<file path="src/rtl/exc_entry_pkg.sv">
package exc_entry_pkg;

    localparam int XLEN  = 32;
    localparam int VEC_W = 8;

    typedef enum logic [1:0] {
        EXC_IRQ    = 2'd0,
        EXC_BREAK  = 2'd1,
        EXC_NMI    = 2'd2,
        EXC_BUSERR = 2'd3
    } exc_cls_e;

    typedef enum logic [1:0] {
        FS_IDLE = 2'd0,
        FS_REQ  = 2'd1,
        FS_WAIT = 2'd2
    } fetch_state_e;

    typedef struct packed {
        logic [XLEN-1:0] erp;
        logic [XLEN-1:0] nrp;
        logic [XLEN-1:0] ccs;
        logic [XLEN-1:0] exs;
        logic [XLEN-1:0] sp;
        logic [XLEN-1:0] usp;
    } ctx_t;

    // history shift of the status word: top two bits stay, low 20 move up by 10
    function automatic logic [XLEN-1:0] ccs_push(input logic [XLEN-1:0] c);
        return {c[31:30], c[19:0], 10'b0};
    endfunction

    function automatic logic [XLEN-1:0] exs_pack(input logic [VEC_W-1:0] v);
        logic [XLEN-1:0] r;
        r = '0;
        r[8 +: VEC_W] = v;
        return r;
    endfunction

    function automatic logic [XLEN-1:0] vec_addr(input logic [XLEN-1:0] base,
                                                 input logic [VEC_W-1:0] v);
        return base + {{(XLEN-VEC_W-2){1'b0}}, v, 2'b00};
    endfunction

endpackage

</file>
<file path="src/rtl/exc_vec_select.sv">
module exc_vec_select
    import exc_entry_pkg::*;
(
    input  exc_cls_e          cls,
    input  logic [VEC_W-1:0]  trap_vec,
    input  logic [VEC_W-1:0]  fault_vec,
    input  logic [VEC_W-1:0]  irq_vec,
    output logic [VEC_W-1:0]  vec,
    output logic              is_nmi
);

    always_comb begin
        is_nmi = 1'b0;
        unique case (cls)
            EXC_BREAK:  vec = trap_vec;
            EXC_NMI: begin
                vec    = '0;
                is_nmi = 1'b1;
            end
            EXC_BUSERR: vec = fault_vec;
            default:    vec = irq_vec;
        endcase
    end

endmodule

</file>
<file path="src/rtl/exc_ctx_update.sv">
module exc_ctx_update
    import exc_entry_pkg::*;
#(
    parameter int DS_W  = 2,
    parameter int U_BIT = 8,
    parameter int M_BIT = 9
) (
    input  ctx_t              cur,
    input  logic [XLEN-1:0]   pc,
    input  logic [XLEN-1:0]   ksp,
    input  logic [DS_W-1:0]   dslot,
    input  logic              is_nmi,
    input  logic [VEC_W-1:0]  vec,
    input  logic              legacy,
    output ctx_t              nxt,
    output logic [DS_W-1:0]   dslot_nxt
);

    localparam logic [XLEN-1:0] M_MASK = XLEN'(1) << M_BIT;

    logic [XLEN-1:0] rewind;
    logic [XLEN-1:0] ccs_w;

    always_comb begin
        rewind = legacy ? '0 : XLEN'(dslot);
        ccs_w  = is_nmi ? (cur.ccs & ~M_MASK) : cur.ccs;

        nxt = cur;
        if (is_nmi) begin
            nxt.nrp = pc;
            nxt.erp = cur.erp - rewind;
        end else begin
            nxt.erp = pc - rewind;
        end

        if (cur.ccs[U_BIT]) begin
            nxt.usp = cur.sp;
            nxt.sp  = ksp;
        end

        if (legacy) begin
            nxt.ccs   = ccs_w;
            dslot_nxt = dslot;
        end else begin
            nxt.ccs   = ccs_push(ccs_w);
            nxt.exs   = exs_pack(vec);
            dslot_nxt = '0;
        end
    end

endmodule

</file>
<file path="src/rtl/exc_fetch_fsm.sv">
module exc_fetch_fsm
    import exc_entry_pkg::*;
(
    input  logic clk,
    input  logic rst,
    input  logic start,
    input  logic illegal,
    input  logic req_ready,
    input  logic rsp_valid,
    output logic accept,
    output logic commit,
    output logic busy,
    output logic req_valid,
    output logic err,
    output logic done
);

    fetch_state_e state_q;
    logic         idle;

    always_comb begin
        idle      = (state_q == FS_IDLE);
        accept    = start && idle && !illegal;
        commit    = (state_q == FS_WAIT) && rsp_valid;
        busy      = !idle;
        req_valid = (state_q == FS_REQ);
    end

    always_ff @(posedge clk) begin
        if (rst) begin
            state_q <= FS_IDLE;
            err     <= 1'b0;
            done    <= 1'b0;
        end else begin
            done <= commit;
            err  <= start && idle && illegal;
            unique case (state_q)
                FS_IDLE: if (accept)    state_q <= FS_REQ;
                FS_REQ:  if (req_ready) state_q <= FS_WAIT;
                FS_WAIT: if (rsp_valid) state_q <= FS_IDLE;
                default:                state_q <= FS_IDLE;
            endcase
        end
    end

    // done follows a taken response by exactly one cycle
    a_r10_done_after_rsp: assert property (@(posedge clk) disable iff (rst)
        (state_q == FS_WAIT && rsp_valid) |=> done);

    // an unaccepted request is still offered next cycle
    a_r2_req_held: assert property (@(posedge clk) disable iff (rst)
        (req_valid && !req_ready) |=> req_valid);

endmodule

</file>
<file path="src/rtl/exc_entry_seq.sv">
module exc_entry_seq
    import exc_entry_pkg::*;
#(
    parameter int VER_W            = 8,
    parameter int DS_W             = 2,
    parameter int LEGACY_VER_LIMIT = 32,
    parameter int U_BIT            = 8,
    parameter int M_BIT            = 9
) (
    input  logic              clk,
    input  logic              rst,
    input  logic              start_i,
    input  logic [1:0]        cls_i,
    input  logic [VER_W-1:0]  ver_i,
    input  logic [31:0]       pc_i,
    input  logic [DS_W-1:0]   dslot_i,
    input  logic [31:0]       ccs_i,
    input  logic [31:0]       ebp_i,
    input  logic [31:0]       sp_i,
    input  logic [31:0]       ksp_i,
    input  logic [31:0]       usp_i,
    input  logic [31:0]       erp_i,
    input  logic [31:0]       nrp_i,
    input  logic [31:0]       exs_i,
    input  logic [7:0]        trap_vec_i,
    input  logic [7:0]        fault_vec_i,
    input  logic [7:0]        irq_vec_i,
    output logic              busy_o,
    output logic              done_o,
    output logic              err_o,
    output logic              mem_req_valid_o,
    input  logic              mem_req_ready_i,
    output logic [31:0]       mem_addr_o,
    input  logic              mem_rsp_valid_i,
    input  logic [31:0]       mem_rsp_data_i,
    output logic [31:0]       pc_o,
    output logic [31:0]       erp_o,
    output logic [31:0]       nrp_o,
    output logic [31:0]       ccs_o,
    output logic [31:0]       exs_o,
    output logic [31:0]       sp_o,
    output logic [31:0]       usp_o,
    output logic [DS_W-1:0]   dslot_o,
    output logic              locked_o
);

    localparam logic [VER_W-1:0] VER_LIM = VER_W'(LEGACY_VER_LIMIT);

    // snapshot taken at an accepted start
    exc_cls_e          cls_q;
    logic              legacy_q;
    logic [XLEN-1:0]   pc_q, ebp_q, ksp_q;
    logic [DS_W-1:0]   dslot_q;
    logic [VEC_W-1:0]  trap_q, fault_q, irq_q;
    ctx_t              ctx_q;

    // committed state
    ctx_t              ctx_o_q;

    logic              legacy_in, illegal;
    logic              accept, commit;
    logic [VEC_W-1:0]  vec;
    logic              is_nmi;
    ctx_t              ctx_nxt;
    logic [DS_W-1:0]   dslot_nxt;

    always_comb begin
        legacy_in = (ver_i < VER_LIM);
        illegal   = legacy_in && (exc_cls_e'(cls_i) == EXC_BUSERR);
    end

    exc_fetch_fsm u_fsm (
        .clk       (clk),
        .rst       (rst),
        .start     (start_i),
        .illegal   (illegal),
        .req_ready (mem_req_ready_i),
        .rsp_valid (mem_rsp_valid_i),
        .accept    (accept),
        .commit    (commit),
        .busy      (busy_o),
        .req_valid (mem_req_valid_o),
        .err       (err_o),
        .done      (done_o)
    );

    exc_vec_select u_vsel (
        .cls       (cls_q),
        .trap_vec  (trap_q),
        .fault_vec (fault_q),
        .irq_vec   (irq_q),
        .vec       (vec),
        .is_nmi    (is_nmi)
    );

    exc_ctx_update #(
        .DS_W  (DS_W),
        .U_BIT (U_BIT),
        .M_BIT (M_BIT)
    ) u_ctx (
        .cur       (ctx_q),
        .pc        (pc_q),
        .ksp       (ksp_q),
        .dslot     (dslot_q),
        .is_nmi    (is_nmi),
        .vec       (vec),
        .legacy    (legacy_q),
        .nxt       (ctx_nxt),
        .dslot_nxt (dslot_nxt)
    );

    assign mem_addr_o = vec_addr(ebp_q, vec);

    always_ff @(posedge clk) begin
        if (rst) begin
            cls_q    <= EXC_IRQ;
            legacy_q <= 1'b0;
            pc_q     <= '0;
            ebp_q    <= '0;
            ksp_q    <= '0;
            dslot_q  <= '0;
            trap_q   <= '0;
            fault_q  <= '0;
            irq_q    <= '0;
            ctx_q    <= '0;
        end else if (accept) begin
            cls_q     <= exc_cls_e'(cls_i);
            legacy_q  <= legacy_in;
            pc_q      <= pc_i;
            ebp_q     <= ebp_i;
            ksp_q     <= ksp_i;
            dslot_q   <= dslot_i;
            trap_q    <= trap_vec_i;
            fault_q   <= fault_vec_i;
            irq_q     <= irq_vec_i;
            ctx_q.erp <= erp_i;
            ctx_q.nrp <= nrp_i;
            ctx_q.ccs <= ccs_i;
            ctx_q.exs <= exs_i;
            ctx_q.sp  <= sp_i;
            ctx_q.usp <= usp_i;
        end
    end

    always_ff @(posedge clk) begin
        if (rst) begin
            ctx_o_q  <= '0;
            pc_o     <= '0;
            dslot_o  <= '0;
            locked_o <= 1'b0;
        end else if (commit) begin
            ctx_o_q <= ctx_nxt;
            pc_o    <= mem_rsp_data_i;
            dslot_o <= dslot_nxt;
            if (legacy_q) locked_o <= 1'b1;
        end
    end

    always_comb begin
        erp_o = ctx_o_q.erp;
        nrp_o = ctx_o_q.nrp;
        ccs_o = ctx_o_q.ccs;
        exs_o = ctx_o_q.exs;
        sp_o  = ctx_o_q.sp;
        usp_o = ctx_o_q.usp;
    end

    // no partial state visible outside the done cycle
    a_r10_outputs_hold: assert property (@(posedge clk) disable iff (rst)
        !done_o |-> ($stable(pc_o) && $stable(ccs_o) && $stable(erp_o)
                     && $stable(sp_o) && $stable(exs_o) && $stable(locked_o)));

    // address does not move while the request waits
    a_r2_addr_stable: assert property (@(posedge clk) disable iff (rst)
        (mem_req_valid_o && !mem_req_ready_i) |=> $stable(mem_addr_o));

    // full-path entry always leaves kernel mode in the status word
    a_r7_user_cleared: assert property (@(posedge clk) disable iff (rst)
        (done_o && !legacy_q) |-> !ccs_o[U_BIT]);

    // an error never coincides with a fetch or busy phase
    a_r9_err_no_req: assert property (@(posedge clk) disable iff (rst)
        err_o |-> (!mem_req_valid_o && !busy_o && !done_o));

endmodule

</file>
<file path="config.mk">
export PLATFORM = sky130hd
export DESIGN_NAME = exc_entry_seq
export DESIGN_NICKNAME = d
export VERILOG_FILES = /design/src/rtl/exc_entry_pkg.sv /design/src/rtl/exc_vec_select.sv /design/src/rtl/exc_ctx_update.sv /design/src/rtl/exc_fetch_fsm.sv /design/src/rtl/exc_entry_seq.sv
export SDC_FILE = /design/constraint.sdc
export NUM_CORES = 1
export LEC_CHECK = 0
export ABC_AREA = 1
export BUFFER_PORTS_ARGS = -buffer_cell sky130_fd_sc_hd__buf_2
export CAP_MARGIN = 20
export CORE_AREA = 5 5 238 240
export CTS_CLUSTER_DIAMETER = 200
export CTS_CLUSTER_SIZE = 20
export DETAILED_ROUTE_END_ITERATION = 16
export DIE_AREA = 0 0 243 245
export PLACE_DENSITY = 0.68
export SLEW_MARGIN = 10
export SYNTH_ARGS = -nofsm -noshare
export SYNTH_HDL_FRONTEND = slang
export SYNTH_HIERARCHICAL = 1
export SYNTH_SLANG_ARGS = --single-unit
</file>
<file path="constraint.sdc">
create_clock -name clk -period 3.45 [get_ports clk]
set_clock_uncertainty 0.2 [all_clocks]
set_input_delay 0.345 -clock clk [delete_from_list [all_inputs] [get_ports clk]]
set_output_delay 0.345 -clock clk [all_outputs]
set_load 0.05 [all_outputs]
</file>
# After elaboration in Yosys (flattened, before gate mapping)
# Index checks and enable logic that the tools add are counted.
dict set report classes {
  reduce_logical 10
  mux 14
  addsub 3
  n_eq_ne 9
  magnitude_cmp 1
}
# operator count
set op_table {}
lappend op_table {{two-way mux 32 bit} 3}
lappend op_table {{two-way mux 64 bit} 1}
lappend op_table {{subtractor 32 bit} 2}
lappend op_table {{adder 32 x 10 -> 32 bit} 1}
lappend op_table {{two-way mux 30 bit} 1}
lappend op_table {{case mux 8 bit (3 select lines)} 1}
lappend op_table {{two-way mux 10 bit} 1}
lappend op_table {{two-way mux 2 bit} 5}
lappend op_table {{== test 2 bit (second input constant)} 4}
lappend op_table {{less-than comparator 8 x 6 -> 1 bit (second input constant)} 1}
lappend op_table {{case mux 2 bit (3 select lines)} 1}
lappend op_table {{logical AND 1 bit} 5}
lappend op_table {{== test 2 x 1 -> 1 bit (second input constant)} 2}
lappend op_table {{inequality test 2 bit (second input constant)} 2}
lappend op_table {{AND reduction 3 bit} 1}
lappend op_table {{logical NOT 1 bit} 2}
lappend op_table {{logical NOT 2 bit} 1}
lappend op_table {{inequality test 2 x 1 -> 1 bit (second input constant)} 1}
lappend op_table {{AND reduction 2 bit} 1}
lappend op_table {{two-way mux 1 bit} 1}
dict set report totals {
  elab_cells 64
  ff_bits 548
  output_inout_bits 263
  in_bits 361
}

# Depth between registers and ports, before layout
dict set report depth {
  ltp_word 6
  depth_mapped 21
  mapped_depth_nobuf 16
}

# Modules after synthesis
# Netlist, hierarchy kept.
# module n_inst cells_each seq_area_each_um2 area_each_um2
set modules_own_cells {}
lappend modules_own_cells {exc_entry_seq 1 2618 10890.4 19894.1}
lappend modules_own_cells {exc_ctx_update 1 834 0.0 3513.4}
lappend modules_own_cells {exc_vec_select 1 38 0.0 202.7}
lappend modules_own_cells {exc_fetch_fsm 1 23 80.1 175.2}

# Least setup slack after synthesis
# Ideal clock, no wire load.
dict set report synth_path {
  path_kind {flip-flop to output port}
  startpoint {register cls_q[0]}
  endpoint {output mem_addr_o[10]}
  t_arrival_ns 2.601
  slack_ns 0.304
  stages_incl_launch_ff 14
  path_cell_list {dfxtp_1 -> buf_6 -> buf_6 -> nand3_1 -> nand3_1 -> ha_1 -> inv_1 -> fa_1 -> inv_1 -> nand3_1 -> nand3_1 -> nand2_1 -> nand2_1 -> xor2_1}
}
dict set report synth_via {
  elab_chain_cells 3
  elab_cells_between_ends 5
  cone_classes {1 x add/sub; 3 x eq/ne; 1 x mux}
}
# item line
set synth_rtl {}
lappend synth_rtl {{start, declared} exc_entry_seq.sv:50} ;# exc_cls_e cls_q;
lappend synth_rtl {{start signal, assigned} exc_entry_seq.sv:127} ;# cls_q <= exc_cls_e'(cls_i);
lappend synth_rtl {{== test 2 bit or == test 2 x 1 -> 1 bit (tied branches)} exc_vec_select.sv:14} ;# unique case (cls)
lappend synth_rtl {{case mux 8 bit (3 select lines) (*)} exc_vec_select.sv:14}
lappend synth_rtl {{named net vec[0]} exc_entry_seq.sv:62} ;# logic [VEC_W-1:0] vec;
lappend synth_rtl {{adder 32 x 10 -> 32 bit (*)} exc_entry_pkg.sv:42} ;# return base + {{(XLEN-VEC_W-2){1'b0}}, v, 2'b00};
lappend synth_rtl {{end, declared} exc_entry_seq.sv:33} ;# output logic [31:0] mem_addr_o,
# Mark *: on every way through the listed nets, which the timed path passes. The rest lies on a longest branch.

# Worst setup path after layout
dict set report layout_path {
  startpoint {register cls_q[1]}
  endpoint {output mem_addr_o[9]}
}
# The elaborated chain is that of the path after synthesis.

==> impl_metrics.csv <==
group,metric,value,unit
die,row_count,86,
yosys,synthesis.nets,3886,
pwr,fin_total_pwr,0.0138,W
route,routed_wl,87700,µm
critical_path,worstSetupStartpointType,"register",
run_status,run_status,"completed",
route,avgRoutedWirePerCell,17.4,µm
layout,top_register,"ctx_q",
placement,place_ws,0.372,ns
route,drtIter0Drc,2087,
critical_path,critPathKind,"register to output pin",
critical_path,cp_max_fo,6,
clocking,cts.sinks,548,
grt,antenna_found_initial,7,
die,ioPinCount,624,
pwr,power_frac_seq,50.6,%
timing,clock.fmax,0.302,GHz
pwr,intPower,0.00944,W
route,drc_errors,0,
layout,drive_above_1_share,18.0,%
placement,place_hpwl,58300,µm
placement,gp_congestion,0.959,
clocking,cts.clk_slew.worst_paths,0.09,ns
pwr,swShare,31.8,%
timing,min_period_over_period,96.0,%
pwr,cellPowerDensity,436,nW/µm²
route,num_vias,25300,
layout,fin_area,31800,µm²
yosys,synth_area,23800,µm²
yosys,ys_seq_elements,548,
clocking,cts_root_buf,"clkbuf_16",
placement,place_area,27100,µm²
clocking,cts_tree,"done",
timing,hold_viol,0,
die,start_util,43.7,%
layout,fin_cells,5051,
route,viasPerCell,5.01,
yosys,ys_types,37,
placement,dp.cells,4650,
layout,nNetsFinal,4711,
placement,io_buffer_count,618,
pwr,ir_drop,0.000397,V
timing,maxSlewViolCount,0,
pwr,power_frac_clock,27.0,%
layout,utilization,58.4,%
layout,largest_register_ffs,192,
yosys,avgSynthCellArea,6.77,µm²
grt,overflow,0,
timing,setup_slack,0.137,ns
critical_path,crit_required,2.90,ns
clocking,clockBufferDepth,3,
clocking,clkLatencyLatePin,0.62,ns
clocking,htree_levels,1,
timing,tightest_slew,0.850,ns
yosys,yosysWarnings,6,
layout,area_growth,33.6,%
critical_path,worst_setup_path_end_kind,"output pin",
yosys,syn_inst,3513,
grt,grt_max_degree,105,
pwr,p_leak,16.3,nW
clocking,cts_buffers,31,
die,die_y,245,µm
route,ant_nets,0,
die,fp.dieW,243,µm
die,dieArea,59500,µm²
route,dr.pass1.iters,6,
timing,setup_viol,0,
grt,grt_pass1_vias,24500,
pwr,p_switching,0.00440,W
flow_run,max_cap_violations,0,
die,core-area,54400,µm²
min_path,hold_class,"input pin to register",
layout,num-fill-cells,5095,
yosys,ys_seq_area_share,46.1,%
timing,fin_crit,3.31,ns
critical_path,crit_arrival,2.77,ns
pwr,power.share.combinational,22.4,%
grt,grt_usage,27.8,%
grt,grt_pass1_wl,135000,µm
timing,slew_headroom,43.3,%
## repair_timing
item                                   4_1_cts  5_1_grt
pin swaps                                    1        6
setup endpoints to repair                   26       26
buffers inserted                             1        1
endpoints found under the hold margin      354        0
resized for setup                           20       57
hold buffers                               357        0
cloned                                       0        0
## cell usage in the layout (no fill, tap or decap), drive strengths merged, types with 6 or more instances in the layout
master	count
inv	179
clkbuf	36
o21ai	580
a21oi	20
buf	655
xor2	20
diode	9
dlygate4sd3	357
dfxtp	548
nand2	676
nand3	79
nor2	1148
nand3b	6
ha	10
## worst paths after layout
check                              start                to  slack, ns  depth (start not counted)
worst max-delay path            cls_q[1]     mem_addr_o[9]       0.14                         13
worst max register to register  cls_q[0]         erp_o[30]       0.42                         16
worst min-delay path            ver_i[6]  u_fsm/state_q[0]       0.27                          6
worst min register to register  locked_o          locked_o       0.27                          2
## layout make-up
type                       instances  area (µm²)  area share (%)
clock buffer                      31         776            2.44
clock inverter                     2        25.0          0.0787
inverter                         179         714            2.25
antenna                            9        22.5          0.0709
tap                              704         881            2.77
sequential                       548       11000            34.6
multi-input combinational       2561       11100            35.1
timing repair buffer            1017        7240            22.8
## power by group through the flow
stage	logic [W]	clock network (W)	registers [W]
global route	0.00339	0.00407	0.00705
global placement	0.00266	0	0.00713
CTS	0.00303	0.00385	0.00699
floorplan	0.00166	0	0.00730
detailed placement	0.00267	0	0.00714
finish	0.00310	0.00374	0.00700
## synth_stat cells (all sizes together)
| master | count | area [µm²] |
|---|---|---|
| nand4 | 4 | 25.0 |
| xnor2 | 4 | 35.0 |
| or3 | 1 | 6.26 |
| buf | 86 | 664 |
| a21oi | 20 | 104 |
| fa | 2 | 40.0 |
| nand3b | 6 | 45.0 |
| inv | 179 | 679 |
| nand3 | 79 | 430 |
| clkbuf | 139 | 522 |
| ha | 10 | 125 |
| dfxtp | 548 | 11000 |
| and2 | 4 | 27.5 |
| nor3b | 1 | 7.51 |
| nor3 | 2 | 10.0 |
| o21bai | 2 | 15.0 |
| or2 | 1 | 6.26 |
| mux2i | 1 | 10.0 |
| nor2 | 1148 | 4390 |
| xor2 | 20 | 183 |
| nand2 | 676 | 2590 |
| o21ai | 580 | 2900 |
## metrics by stage
step                      hold slack (ns)  TNS, ns
after floorplan                     0.207        0
after global placement              0.243        0
after detailed placement            0.254        0
after CTS                           0.218        0
after global routing                0.253  -0.0974
final                               0.266        0
## cells by family (layout without fill, tap and decap cells)
logic type	Yosys count	count (layout)	share of synthesized area, %
and+or+nand+nor	1922	1922	31.7
AOI/OAI and AO/OA	602	602	12.7
DFF	548	548	46.1
buffers and inverters	404	1229	7.84
xor gates and xnor gates	24	24	0.915
adders and majority gates	12	12	0.694
muxes	1	1	0.0421
other	0	9	0
## critical path, cell delays in order, from the launching register on
cell	delay [ns]
dfxtp_4	0.42
nor2_4	0.07
buf_4	0.13
nand2_1	0.07
nand3_2	0.13
ha_4	0.32
nand2_1	0.08
inv_1	0.10
nand2_1	0.06
nand2_1	0.09
inv_1	0.04
nand2_1	0.11
xor2_1	0.22
buf_2	0.30
## layer usage
layer / track usage, % / wire length, µm
met5: 0 / 13
met2: 47.3 / 41700
met1: 33.9 / 34600
met3: 5.69 / 6500
met4: 13.2 / 4800
(Power assumes the default switching activity.)
